$ cat src/rtl/ras_pkg.sv
package ras_pkg;
  localparam int EVT_W = 16;

  typedef enum logic [1:0] {
    OP_IDLE = 2'b00,
    OP_POP  = 2'b01,
    OP_PUSH = 2'b10,
    OP_BOTH = 2'b11
  } ras_op_e;
endpackage

$ cat src/rtl/ras_rst_sync.sv
module ras_rst_sync (
  input  logic clk,
  input  logic arst_n,
  output logic rst_n
);
  logic [1:0] sync_q;

  always_ff @(posedge clk or negedge arst_n) begin
    if (!arst_n) sync_q <= 2'b00;
    else         sync_q <= {sync_q[0], 1'b1};
  end

  assign rst_n = sync_q[1];
endmodule

$ cat src/rtl/ras_sat_ctr.sv
module ras_sat_ctr #(
  parameter int W = 16
) (
  input  logic         clk,
  input  logic         rst_n,
  input  logic         inc,
  output logic [W-1:0] value
);
  localparam logic [W-1:0] TOP = {W{1'b1}};

  logic [W-1:0] val_q, val_n;
  logic         val_en;

  always_comb begin
    val_en = inc && (val_q != TOP);
    val_n  = val_q + W'(1);
  end

  always_ff @(posedge clk or negedge rst_n) begin
    if (!rst_n)      val_q <= '0;
    else if (val_en) val_q <= val_n;
  end

  assign value = val_q;

  // once at the top, the value stays there
  p_sat_hold_r8: assert property (@(posedge clk) disable iff (!rst_n)
    (val_q == TOP) |=> (val_q == TOP));
  // an event below the top adds exactly one
  p_evt_step_r3: assert property (@(posedge clk) disable iff (!rst_n)
    (inc && val_q != TOP) |=> (val_q == $past(val_q) + W'(1)));
  p_no_evt_hold_r2: assert property (@(posedge clk) disable iff (!rst_n)
    !inc |=> $stable(val_q));
endmodule

$ cat src/rtl/ras_ptr_ctrl.sv
module ras_ptr_ctrl
  import ras_pkg::*;
#(
  parameter int DEPTH = 8,
  parameter int PTR_W = 3,
  parameter int OCC_W = 4
) (
  input  logic             clk,
  input  logic             rst_n,
  input  logic             push,
  input  logic             pop,
  output logic [PTR_W-1:0] wr_idx,
  output logic [PTR_W-1:0] rd_idx,
  output logic [OCC_W-1:0] occ,
  output logic             ovf_evt,
  output logic             udf_evt
);
  localparam logic [PTR_W-1:0] LAST = PTR_W'(DEPTH - 1);
  localparam logic [OCC_W-1:0] FULL = OCC_W'(DEPTH);

  logic [PTR_W-1:0] ptr_q, ptr_n, ptr_inc, ptr_dec;
  logic [OCC_W-1:0] occ_q, occ_n;
  logic             ptr_en, occ_en;
  ras_op_e          op;

  always_comb begin
    op      = ras_op_e'({push, pop});
    ptr_inc = (ptr_q == LAST) ? '0 : ptr_q + PTR_W'(1);
    ptr_dec = (ptr_q == '0) ? LAST : ptr_q - PTR_W'(1);
    ptr_n   = ptr_q;
    occ_n   = occ_q;
    ptr_en  = 1'b0;
    occ_en  = 1'b0;
    ovf_evt = 1'b0;
    udf_evt = 1'b0;
    unique case (op)
      OP_PUSH: begin
        ptr_n  = ptr_inc;
        ptr_en = 1'b1;
        if (occ_q == FULL) ovf_evt = 1'b1;
        else begin
          occ_n  = occ_q + OCC_W'(1);
          occ_en = 1'b1;
        end
      end
      OP_POP: begin
        ptr_n  = ptr_dec;
        ptr_en = 1'b1;
        if (occ_q == '0) udf_evt = 1'b1;
        else begin
          occ_n  = occ_q - OCC_W'(1);
          occ_en = 1'b1;
        end
      end
      OP_BOTH: begin
        if (occ_q == '0) begin
          udf_evt = 1'b1;
          occ_n   = OCC_W'(1);
          occ_en  = 1'b1;
        end
      end
      default: ;
    endcase
    wr_idx = pop ? ptr_dec : ptr_q;
    rd_idx = ptr_dec;
  end

  always_ff @(posedge clk or negedge rst_n) begin
    if (!rst_n)      ptr_q <= '0;
    else if (ptr_en) ptr_q <= ptr_n;
  end

  always_ff @(posedge clk or negedge rst_n) begin
    if (!rst_n)      occ_q <= '0;
    else if (occ_en) occ_q <= occ_n;
  end

  assign occ = occ_q;

  p_occ_bound_r9: assert property (@(posedge clk) disable iff (!rst_n)
    occ_q <= FULL);
  p_full_push_r2: assert property (@(posedge clk) disable iff (!rst_n)
    (push && !pop && occ_q == FULL) |=> (occ_q == FULL));
  p_empty_pop_r3: assert property (@(posedge clk) disable iff (!rst_n)
    (pop && !push && occ_q == '0) |=> (occ_q == '0));
  p_push_adv_r1: assert property (@(posedge clk) disable iff (!rst_n)
    (push && !pop) |=> (ptr_q == (($past(ptr_q) == LAST) ? '0 : $past(ptr_q) + PTR_W'(1))));
  p_pop_back_r4: assert property (@(posedge clk) disable iff (!rst_n)
    (pop && !push) |=> (ptr_q == (($past(ptr_q) == '0) ? LAST : $past(ptr_q) - PTR_W'(1))));
  p_both_ptr_r7: assert property (@(posedge clk) disable iff (!rst_n)
    (push && pop) |=> $stable(ptr_q));
  p_both_no_ovf_r7: assert property (@(posedge clk) disable iff (!rst_n)
    (push && pop) |-> !ovf_evt);
endmodule

$ cat src/rtl/ras_storage.sv
module ras_storage #(
  parameter int DEPTH = 8,
  parameter int AW    = 32,
  parameter int PTR_W = 3
) (
  input  logic             clk,
  input  logic             rst_n,
  input  logic             we,
  input  logic [PTR_W-1:0] waddr,
  input  logic [AW-1:0]    wdata,
  input  logic [PTR_W-1:0] raddr,
  output logic [AW-1:0]    rdata
);
  logic [AW-1:0] mem_q [DEPTH];

  for (genvar i = 0; i < DEPTH; i++) begin : g_ent
    logic ent_en;
    assign ent_en = we && (waddr == PTR_W'(i));
    always_ff @(posedge clk or negedge rst_n) begin
      if (!rst_n)      mem_q[i] <= '0;
      else if (ent_en) mem_q[i] <= wdata;
    end
  end

  assign rdata = mem_q[raddr];

  p_write_lands_r1: assert property (@(posedge clk) disable iff (!rst_n)
    we |=> (mem_q[$past(waddr)] == $past(wdata)));
endmodule

$ cat src/rtl/ret_addr_stack.sv
module ret_addr_stack
  import ras_pkg::*;
#(
  parameter int DEPTH = 8,
  parameter int AW    = 32,
  localparam int OCC_W = (DEPTH > 0) ? $clog2(DEPTH + 1) : 1,
  localparam int PTR_W = (DEPTH > 1) ? $clog2(DEPTH) : 1
) (
  input  logic             clk,
  input  logic             arst_n,
  input  logic             push_i,
  input  logic [AW-1:0]    push_addr_i,
  input  logic             pop_i,
  output logic [AW-1:0]    pop_addr_o,
  output logic [OCC_W-1:0] occupancy_o,
  output logic [EVT_W-1:0] ovf_events_o,
  output logic [EVT_W-1:0] udf_events_o
);
  logic rst_n;

  ras_rst_sync u_rst (.clk(clk), .arst_n(arst_n), .rst_n(rst_n));

  if (DEPTH == 0) begin : g_off
    logic unused_in;
    assign unused_in    = ^{push_i, push_addr_i, pop_i, rst_n};
    assign pop_addr_o   = '0;
    assign occupancy_o  = '0;
    assign ovf_events_o = '0;
    assign udf_events_o = '0;
  end else begin : g_on
    logic [PTR_W-1:0] wr_idx, rd_idx;
    logic             ovf_evt, udf_evt;

    ras_ptr_ctrl #(.DEPTH(DEPTH), .PTR_W(PTR_W), .OCC_W(OCC_W)) u_ctrl (
      .clk(clk), .rst_n(rst_n), .push(push_i), .pop(pop_i),
      .wr_idx(wr_idx), .rd_idx(rd_idx), .occ(occupancy_o),
      .ovf_evt(ovf_evt), .udf_evt(udf_evt)
    );

    ras_storage #(.DEPTH(DEPTH), .AW(AW), .PTR_W(PTR_W)) u_mem (
      .clk(clk), .rst_n(rst_n), .we(push_i), .waddr(wr_idx),
      .wdata(push_addr_i), .raddr(rd_idx), .rdata(pop_addr_o)
    );

    ras_sat_ctr #(.W(EVT_W)) u_ovf (.clk(clk), .rst_n(rst_n), .inc(ovf_evt), .value(ovf_events_o));
    ras_sat_ctr #(.W(EVT_W)) u_udf (.clk(clk), .rst_n(rst_n), .inc(udf_evt), .value(udf_events_o));

    // a paired push at zero occupancy leaves one live entry
    p_both_empty_r7: assert property (@(posedge clk) disable iff (!rst_n)
      (push_i && pop_i && occupancy_o == '0) |=> (occupancy_o == OCC_W'(1)));
    // both counters are cleared while the internal reset is held
    p_reset_clear_r5: assert property (@(posedge clk)
      !rst_n |-> (occupancy_o == '0 && ovf_events_o == '0 && udf_events_o == '0));
  end
endmodule

$ cat config.mk
export PLATFORM = sky130hd
export DESIGN_NAME = ret_addr_stack
export DESIGN_NICKNAME = d
export VERILOG_FILES = /design/src/rtl/ras_pkg.sv /design/src/rtl/ras_rst_sync.sv /design/src/rtl/ras_sat_ctr.sv /design/src/rtl/ras_ptr_ctrl.sv /design/src/rtl/ras_storage.sv /design/src/rtl/ret_addr_stack.sv
export SDC_FILE = /design/constraint.sdc
export NUM_CORES = 1
export LEC_CHECK = 0
export BUFFER_PORTS_ARGS = -buffer_cell sky130_fd_sc_hd__buf_4
export CAP_MARGIN = 20
export CORE_ASPECT_RATIO = 0.9
export CORE_MARGIN = 2
export CORE_UTILIZATION = 54
export DETAILED_ROUTE_END_ITERATION = 10
export PLACE_DENSITY = 0.83
export SYNTH_ARGS = -nofsm -noshare
export SYNTH_HDL_FRONTEND = slang
export SYNTH_SLANG_ARGS = --single-unit
$ cat constraint.sdc
create_clock -name clk -period 12.3 [get_ports clk]
set_clock_uncertainty 0.2 [all_clocks]
set_input_delay 1.23 -clock clk [delete_from_list [all_inputs] [get_ports clk]]
set_output_delay 1.23 -clock clk [all_outputs]
set_load 0.01 [all_outputs]
Word-level counts from Yosys, hierarchy flattened
Cells that the tools add are included.
Widths: inputs -> output; s select.
- output and inout port bits: 68
- word-level logic and storage cells: 76
- bits of input ports: 36
- register bits: 297
- bitwise operators: 1
- equal/unequal tests: 17
- reductions and logical operators: 19
- add/subtract/negate cells: 6
- magnitude comparators: 1
- multiplexer cells: 19
- operators with widths (kind ; count):
    $bmux 32 s3 ; 1
    $mux 32 ; 2
    $add 16x1->16 const B ; 2
    $ne 16x16->1 const B ; 2
    $eq 3x3->1 const B ; 5
    $mux 4 ; 3
    $pmux 4 s3 ; 1
    $logic_and 1x1->1 ; 10
    $mux 3 ; 3
    $mux 1 ; 7
    $eq 3x2->1 const B ; 2
    $logic_not 3->1 ; 2
    $pmux 3 s2 ; 1
    $reduce_and 5->1 ; 1
    $add 4x1->4 const B ; 1
    $eq 2x2->1 const B ; 2
    $eq 4x4->1 const B ; 1
    $ge 4x4->1 const B ; 1
    $logic_not 4->1 ; 1
    $ne 2x2->1 const B ; 2
    $not 3->4 ; 1
    $reduce_or 2->1 ; 2
    $sub 4x1->4 const B ; 1
    $add 3x1->3 const B ; 1
    other kinds (8) ; 8

Depth between registers and ports, before layout
Gate-level depths: netlist of run 1.
- word-level depth: 6
- mapped depth: 9
- gate-level depth less buffers: 8

Cells and area by module
Synthesis of run 1 repeated with hierarchy kept, for this count alone.
- cell total of the unflattened synthesis: 885
- area, all modules: 14093.5 µm²
- by module, submodules not included (module ; sequential area each (µm²) ; times used ; cells each ; area each (µm²)):
    ras_storage ; 6406.1 ; 1 ; 665 ; 11639.9
    ras_sat_ctr ; 400.4 ; 2 ; 72 ; 859.6
    ras_ptr_ctrl ; 175.2 ; 1 ; 73 ; 680.7
    ras_rst_sync ; 50.0 ; 1 ; 3 ; 53.8

Least setup slack after synthesis of run 1
Ideal clock, no wire load.
- path kind: reg2out
- start point: register g_on.u_ctrl.ptr_q[0]
- end point: output port pop_addr_o[0]
- data required time: 10.870 ns
- stages on the path, launching flop included: 8
- path buffers: 3
- arrival: 2.201 ns
- slack: 8.669 ns
- cell sequence: dfrtp_1 -> buf_2 -> inv_1 -> ha_1 -> clkbuf_1 -> buf_1 -> mux4_2 -> mux2_2
- cells in the longest elaborated chain, start to end: 6
- elaborated cells between the ends (all ways): 7
- those cells by class: 1 x add/sub; 4 x mux; 1 x bitwise; 1 x reduce/logical
- ends and longest elaborated chain (item ; RTL line ; text):
    from (decl) ; ras_ptr_ctrl.sv:21 ; logic [PTR_W-1:0] ptr_q, ptr_n, ptr_inc, ptr_dec;
    from (signal assigned) ; ras_ptr_ctrl.sv:70 ; else if (ptr_en) ptr_q <= ptr_n;
    $sub 3x1->3 / $logic_not 3->1 (equally long branches) ; ras_ptr_ctrl.sv:29 ; ptr_dec = (ptr_q == '0) ? LAST : ptr_q - PTR_W'(1);
    $mux 3 (*) ; ras_ptr_ctrl.sv:29 ;
    $not 3->4 (not written as such) (*) ; ras_storage.sv:25 ; assign rdata = mem_q[raddr];
    $bmux 32 s3 (*) ; ras_storage.sv:25 ;
    $mux 32 (not written as such) (*) (2 in series) ; ras_storage.sv:25 ;
    to (decl) ; ret_addr_stack.sv:14 ; output logic [AW-1:0] pop_addr_o,
Every way passes the cells marked *; elsewhere a longest branch is shown, timed or not. The select of a mux whose other input is x is not followed.

Worst setup path after layout of run 1
Ends and elaborated chain as after synthesis.

==> metrics, run 1 <==
largest net degree at the start of global routing=approximately 80; placed cell count=between 1000 and 1500; Tcrit/Tclk final=about two fifths; gr ovfl total=0; Worst VDD drop=0.183 mV; initial antenna violation count=1; leakage power=between 6 and 7 nW; Antenna Nets Post-Route=0; Data arrival, critical path=between 3000 and 4000 ps; outcome=complete, no violations; Min-Delay Path Class=reg2reg; GPL Wtd Cong=~0.76; DRT Wirelength=approximately 28000 um; setup_tns=0 ps; CTS tree=done; crit start category=flop; DR iter-0 viols=between 500 and 600; Die H=roughly 160 um; Post-synth ARST share=100%; Crit. End Element=primary output; via count=8000; unrepaired setup endpoints after global routing=false; leading cell types in the layout, fill and taps excluded=dfrtp_1, mux2_2, buf_4; GR met1 Demand/Resource=a little over 30%; post-synthesis area per instance=between 15 and 20 sq um; CTS Sinks=roughly 300; Setup violations, final=0; Post-CTS Setup Bufs=0; Seq/Total Area, Yosys=a little over half; cts repair resizes=0; Slew HR=approximately a third; Synth Flop Type=dfrtp_1; number of remaining DRC errors=0; input/output buffers=103; vias in the first global route=8351; Final Hold Viols=0; layer with the highest usage=met2; FF+latch count, synth=slightly below 300; clk buf depth=3; global-route wire length before repair=between 40000 and 50000 um; Layout area overhead=15.5%; hold buffer count at CTS=0; HPWL Detailed=16500 um; WP data required=between 10000 and 15000 ps; H-tree depth=1; Initial Util=between 50% and 60%; grt met3 use=about 3.5%; MaxCap Viol Count=0; worst-skew pair later-pin latency=around 560 ps; largest family of logic cells by synthesized area=multiplexers; Die Wd=roughly 170 um; FP Rows=between 50 and 60; Routed WL per cell=~21 um; Tmin final=5100 ps; Cell variety after synth=between 60 and 70; clk slew on worst S/H paths=70 ps; Adder-Cell Fraction of Synth Area=1.08%; Slew Viols, Final=0; GRT Overall Usage=between 20% and 30%; Total Power=between 4 and 5 mW; slack of the worst reg-to-reg path=approximately 8300 ps; simple logic cell fraction of the synthesized area=approximately 4.2%; EDFF count, synth=0; core outline area=25200 sq um; synthesized net count=about 950; critical path type=reg2out; Slew @ Worst Pin=1020 ps; Pwr Density=between 200 and 300 nW/um^2; Root Buffer=clkbuf_16; CP Max Fanout=32; Max Clk Rate=roughly 200 MHz; Cell Count, Final, Fillers Out=1361; xor and xnor fraction of the mapped netlist area=about 1.8%; DR pass1 iterations=4; share of cells above drive strength 1=approximately half; most common cell after layout, fill and taps aside=dfrtp_1; Synth Cell Area=around 14000 sq um; Via-to-Cell Ratio=5.88; Mapped Cells=899; Synth Area in Compound Gates=under 10%; met2 Resource Use GR=34.6%; multiplexer share of the synthesized area=34.3%; CTS Buf Count=30; IO Count=around 100; post-layout net count=around 1000; Die Area=around 27000 sq um; synth warn=0
## metrics by stage
| stage | utilization (%) | instance area, sq um | hold WS, ps | worst slack, ps |
|---|---|---|---|---|
| 2_1_floorplan | - | 13900 | 131 | 3210 |
| 3_3_place_gp | 59.2 | 14900 | 140 | 7620 |
| 3_5_place_dp | 59.2 | 14900 | 139 | 7550 |
| 4_1_cts | 63.4 | 16000 | 159 | 6910 |
| 5_1_grt | 63.5 | 16000 | 179 | 6930 |
| 6_report | 63.5 | 16000 | 161 | 7200 |
## power breakdown
| part | total (mW) | switching (mW) | internal, mW |
|---|---|---|---|
| Sequential | 1.68 | 0.247 | 1.43 |
| Combinational | 2.14 | 0.871 | 1.27 |
| Clock | 0.971 | 0.377 | 0.593 |
| Total | 4.79 | 1.50 | 3.29 |
## area by class of cell
class,count,area [sq um]
fillers,1901,9190
multi-input cells,544,6150
clock inverters,19,290
flip-flops and latches,297,7440
well taps,342,428
diodes,1,2.50
clock buffers,34,766
inverters,7,26.3
repair buffers,117,898
## per-layer routing
layer  up-vias  wire length (um)
li1       3578                 -
met1      4197             12800
met2       186             13400
met3        39              1290
met4         0               422
met5         -                 0
## final timing paths
path / end / depth (start not counted) / from
hold / removal: u_rst.sync_q[1] / 0 / u_rst.sync_q[0]
max in group asynchronous: g_on.u_mem.mem_q[122] / 2 / u_rst.sync_q[1]
min in group asynchronous: g_on.u_mem.mem_q[87] / 0 / u_rst.sync_q[1]
setup reg to reg: g_on.u_mem.mem_q[234] / 7 / g_on.u_ctrl.ptr_q[0]
setup / recovery: pop_addr_o[0] / 9 / g_on.u_ctrl.ptr_q[0]
hold reg to reg: u_rst.sync_q[1] / 0 / u_rst.sync_q[0]
## synth_stat cells, types with 4 or more instances
master	number	area share (%)
dfrtp_1	297	54
mux2_2	241	20
mux4_2	64	10
mux2_1	51	4.1
xnor2_1	27	1.7
buf_2	25	0.90
nand3_1	19	0.69
nand4_1	15	0.68
nor2_1	13	0.35
ha_1	12	1.1
nand2_1	11	0.30
buf_6	9	0.73
o21ai_0	8	0.29
buf_4	7	0.38
clkbuf_1	7	0.19
inv_1	7	0.19
a21oi_1	6	0.22
nor3_1	6	0.22
and3_1	5	0.23
o211ai_1	5	0.27
o21a_1	4	0.22
## critical path: stages (launching register included)
cell and delay (ps):
dfrtp_1 530, inv_1 150, ha_4 200, nand2b_1 90
and2_4 360, buf_4 450, buf_16 300, mux4_2 540
mux2_2 300, buf_4 150
## flip-flops by register name, summed over array words and instances (netlist names)
| signal | count |
|---|---|
| g_on.u_udf.value | 16 |
| g_on.u_mem.mem_q | 256 |
| u_rst.sync_q | 2 |
| g_on.u_ctrl.ptr_q | 3 |
| g_on.u_ctrl.occ | 4 |
| g_on.u_ovf.value | 16 |
## cell families after synthesis
family / after synthesis
mux: 358
compound gates: 45
flops: 297
xor+xnor: 29
simple gates: 99
buf+inv: 58
fa+ha+maj: 12
other cells: 1
(Power assumes the default switching activity.)
==> run 2: changes to the inputs <==
--- a/config.mk
+++ b/config.mk
@@ -5,13 +5,14 @@
 export SDC_FILE = /design/constraint.sdc
 export NUM_CORES = 1
 export LEC_CHECK = 0
+export ABC_AREA = 1
 export BUFFER_PORTS_ARGS = -buffer_cell sky130_fd_sc_hd__buf_4
 export CAP_MARGIN = 20
 export CORE_ASPECT_RATIO = 0.9
 export CORE_MARGIN = 2
 export CORE_UTILIZATION = 54
 export DETAILED_ROUTE_END_ITERATION = 10
-export PLACE_DENSITY = 0.83
+export PLACE_DENSITY = 0.85
 export SYNTH_ARGS = -nofsm -noshare
 export SYNTH_HDL_FRONTEND = slang
 export SYNTH_SLANG_ARGS = --single-unit
==> constraint.sdc (replaced) <==
create_clock -name clk -period 4.6 [get_ports clk]
set_clock_uncertainty 0.2 [all_clocks]
set_input_delay 0.46 -clock clk [delete_from_list [all_inputs] [get_ports clk]]
set_output_delay 0.46 -clock clk [all_outputs]
set_load 0.01 [all_outputs]
==> run 2 against run 1 <==
Register-to-register slack got worse by 7100 ps. Clock-buffer cell count rose by 17. Via count is 76% higher. Wire length rose by 43%. Largest power group unchanged. Highest routed layer unchanged.
==> metrics, run 2 <==
Final Hold Viols=0; CTS Sinks=just under 300; HPWL Detailed=24100 um; Comb power frac=between 40% and 50%; Routed WL per cell=~16 um; Synth Flop Type=dfrtp_1; design area=about 18000 sq um; Root Buffer=clkbuf_16; DRT Wirelength=40000 um; CP Max Fanout=73; Seq/Total Area, Yosys=between 40% and 50%; Max Clk Rate=about 260 MHz; via count=about 14000; Antenna Nets Post-Route=0; Slew HR=34.0%; post-layout util=between 60% and 70%; Tcrit/Tclk final=82.5%; CTS tree=done; synth warn=0; Pwr Density=between 700 and 800 nW/um^2; CTS Buf Count=31; global-route wire length before repair=roughly 67000 um; Initial Util=a little under three fifths; worst-skew pair later-pin latency=between 500 and 600 ps; area leader, netlist=dfrtp_1; Setup violations, final=0; clk slew on worst S/H paths=about 60 ps; Cell variety after synth=31; Clock power frac=between 10% and 20%; Crit. End Element=primary output; Layout area overhead=13.3%; dominant cells by area after synthesis=dfrtp_1, nand2_1, o21ai_0; Data arrival, critical path=about 3100 ps; clk buf depth=3; Psw=just under 6 mW; crit start category=flop; critical path type=reg2out; Die Wd=183 um; FP Rows=between 50 and 60; Seq pwr share=approximately a third; Slew Viols, Final=0; P_int=approximately 7.3 mW; count leader, synth=nand2_1; core outline area=about 28000 sq um; EDFF count, synth=0; Slew @ Worst Pin=between 900 and 1000 ps; Hold WS=roughly 160 ps; fill count=roughly 2400; share of cells above drive strength 1=around 9.6%; leakage power=between 9 and 10 nW; Hold Path Depth=0; leading cell types in the layout, fill and taps excluded=nand2_1, dfrtp_1, inv_1; Post-CTS Setup Bufs=0; Via-to-Cell Ratio=roughly 5.6; setup_tns=0 ps; post-synthesis area per instance=roughly 7.4 sq um; placed cell count=~2400; antenna diode count=0; FF+latch count, synth=roughly 300; DR iter-0 viols=about 1600; number of remaining DRC errors=0; Die Area=between 30000 and 40000 sq um; Top reg by flops=g_on.u_mem.mem_q; Sw Share=roughly 44%; vias in the first global route=around 13000; GRT Overall Usage=between 20% and 30%; gr ovfl total=0; GPL Wtd Cong=around 0.86; Cell Count, Final, Fillers Out=between 2000 and 3000; initial antenna violation count=0; Synth Cell Area=15500 sq um; Worst VDD drop=around 0.65 mV; pre-CTS setup slack=between 1000 and 1500 ps; largest net degree at the start of global routing=about 160; Placed Area=approximately 16000 sq um; Post-synth ARST share=between 90% and 100%; cts repair resizes=0; Min-Delay Path Class=reg2reg; post-synth top area share=47.9%; most common cell after layout, fill and taps aside=nand2_1; post-layout net count=roughly 2200; most common library cells after synthesis=nand2_1, dfrtp_1, inv_1, o21ai_0, nand4_1; unrepaired setup endpoints after global routing=false; IO Count=about 100; outcome=complete, no violations; Final WS setup=806 ps; Tmin final=roughly 3800 ps; DR pass1 iterations=6; input/output buffers=slightly above 100; Die H=about 160 um; synthesized net count=2139; MaxCap Viol Count=0; cell depth of the worst flop-to-flop path=9; WP data required=3940 ps; Mapped Cells=between 2000 and 2500; number of flip-flops in the largest register=between 200 and 300; Total Power=~13 mW; H-tree depth=1
run 2: power by group through the flow:
stage / combinational, mW / sequential (mW) / clock [mW]
2_1_floorplan: 4.46 / 4.16 / 0
3_3_place_gp: 6.32 / 4.21 / 0
3_5_place_dp: 6.52 / 4.27 / 0
4_1_cts: 6.58 / 4.23 / 2.40
5_1_grt: 7.43 / 4.36 / 2.52
6_report: 6.60 / 4.24 / 2.38
run 2: area by class of cell:
class | instances | area [sq um] | share of cell area, %
Sequential cell | 297 | 7440 | 42.3
Multi-Input combinational cell | 1464 | 6740 | 38.3
Timing Repair Buffer | 159 | 1340 | 7.62
Clock buffer | 51 | 931 | 5.29
Inverter | 179 | 674 | 3.83
Tap cell | 360 | 450 | 2.56
Clock inverter | 3 | 17.5 | 0.0996
run 2: final timing paths:
kind | start | end | slack [ps]
setup / recovery | g_on.u_ctrl.ptr_q[0] | pop_addr_o[7] | 810
hold / removal | u_rst.sync_q[0] | u_rst.sync_q[1] | 160
setup reg to reg | g_on.u_ctrl.ptr_q[0] | g_on.u_mem.mem_q[73] | 1200
hold reg to reg | u_rst.sync_q[0] | u_rst.sync_q[1] | 160
max in group asynchronous | u_rst.sync_q[1] | g_on.u_mem.mem_q[206] | 2660
min in group asynchronous | u_rst.sync_q[1] | g_on.u_ctrl.occ[0] | 210
run 2: worst max-delay path: stages, from the launching register on:
cell and delay (ps):
dfrtp_1 450, inv_1 130, ha_1 230, nand2_1 130
nand2_4 400, buf_4 450, or2_2 320, nand2_1 70
nand2_1 50, nand2_1 70, nand2_1 100, buf_4 150
run 2: routing by layer:
metal | wire [um] | GRT usage [%]
met4 | 1180 | 8.21
met3 | 3420 | 4.19
met1 | 17100 | 38.0
met2 | 18300 | 43.1
met5 | 0 | 0
run 2: cells by family (layout without fill, tap and decap cells):
family,after synthesis,after routing,synth area share (%)
adder cells (fa/ha/maj),12,12,0.967
other,1,1,0.0242
buffers and inverters,330,392,8.84
XOR/XNOR,25,25,1.41
flip-flops,297,297,47.9
AO/OA/AOI/OAI,301,301,10.8
AND/OR/NAND/NOR,1125,1125,30.1
run 2: repair_timing:
item | CTS | global route
hold buffers | 34 | 0
setup endpoints to repair | 0 | 0
hold endpoints to repair | 96 | 0
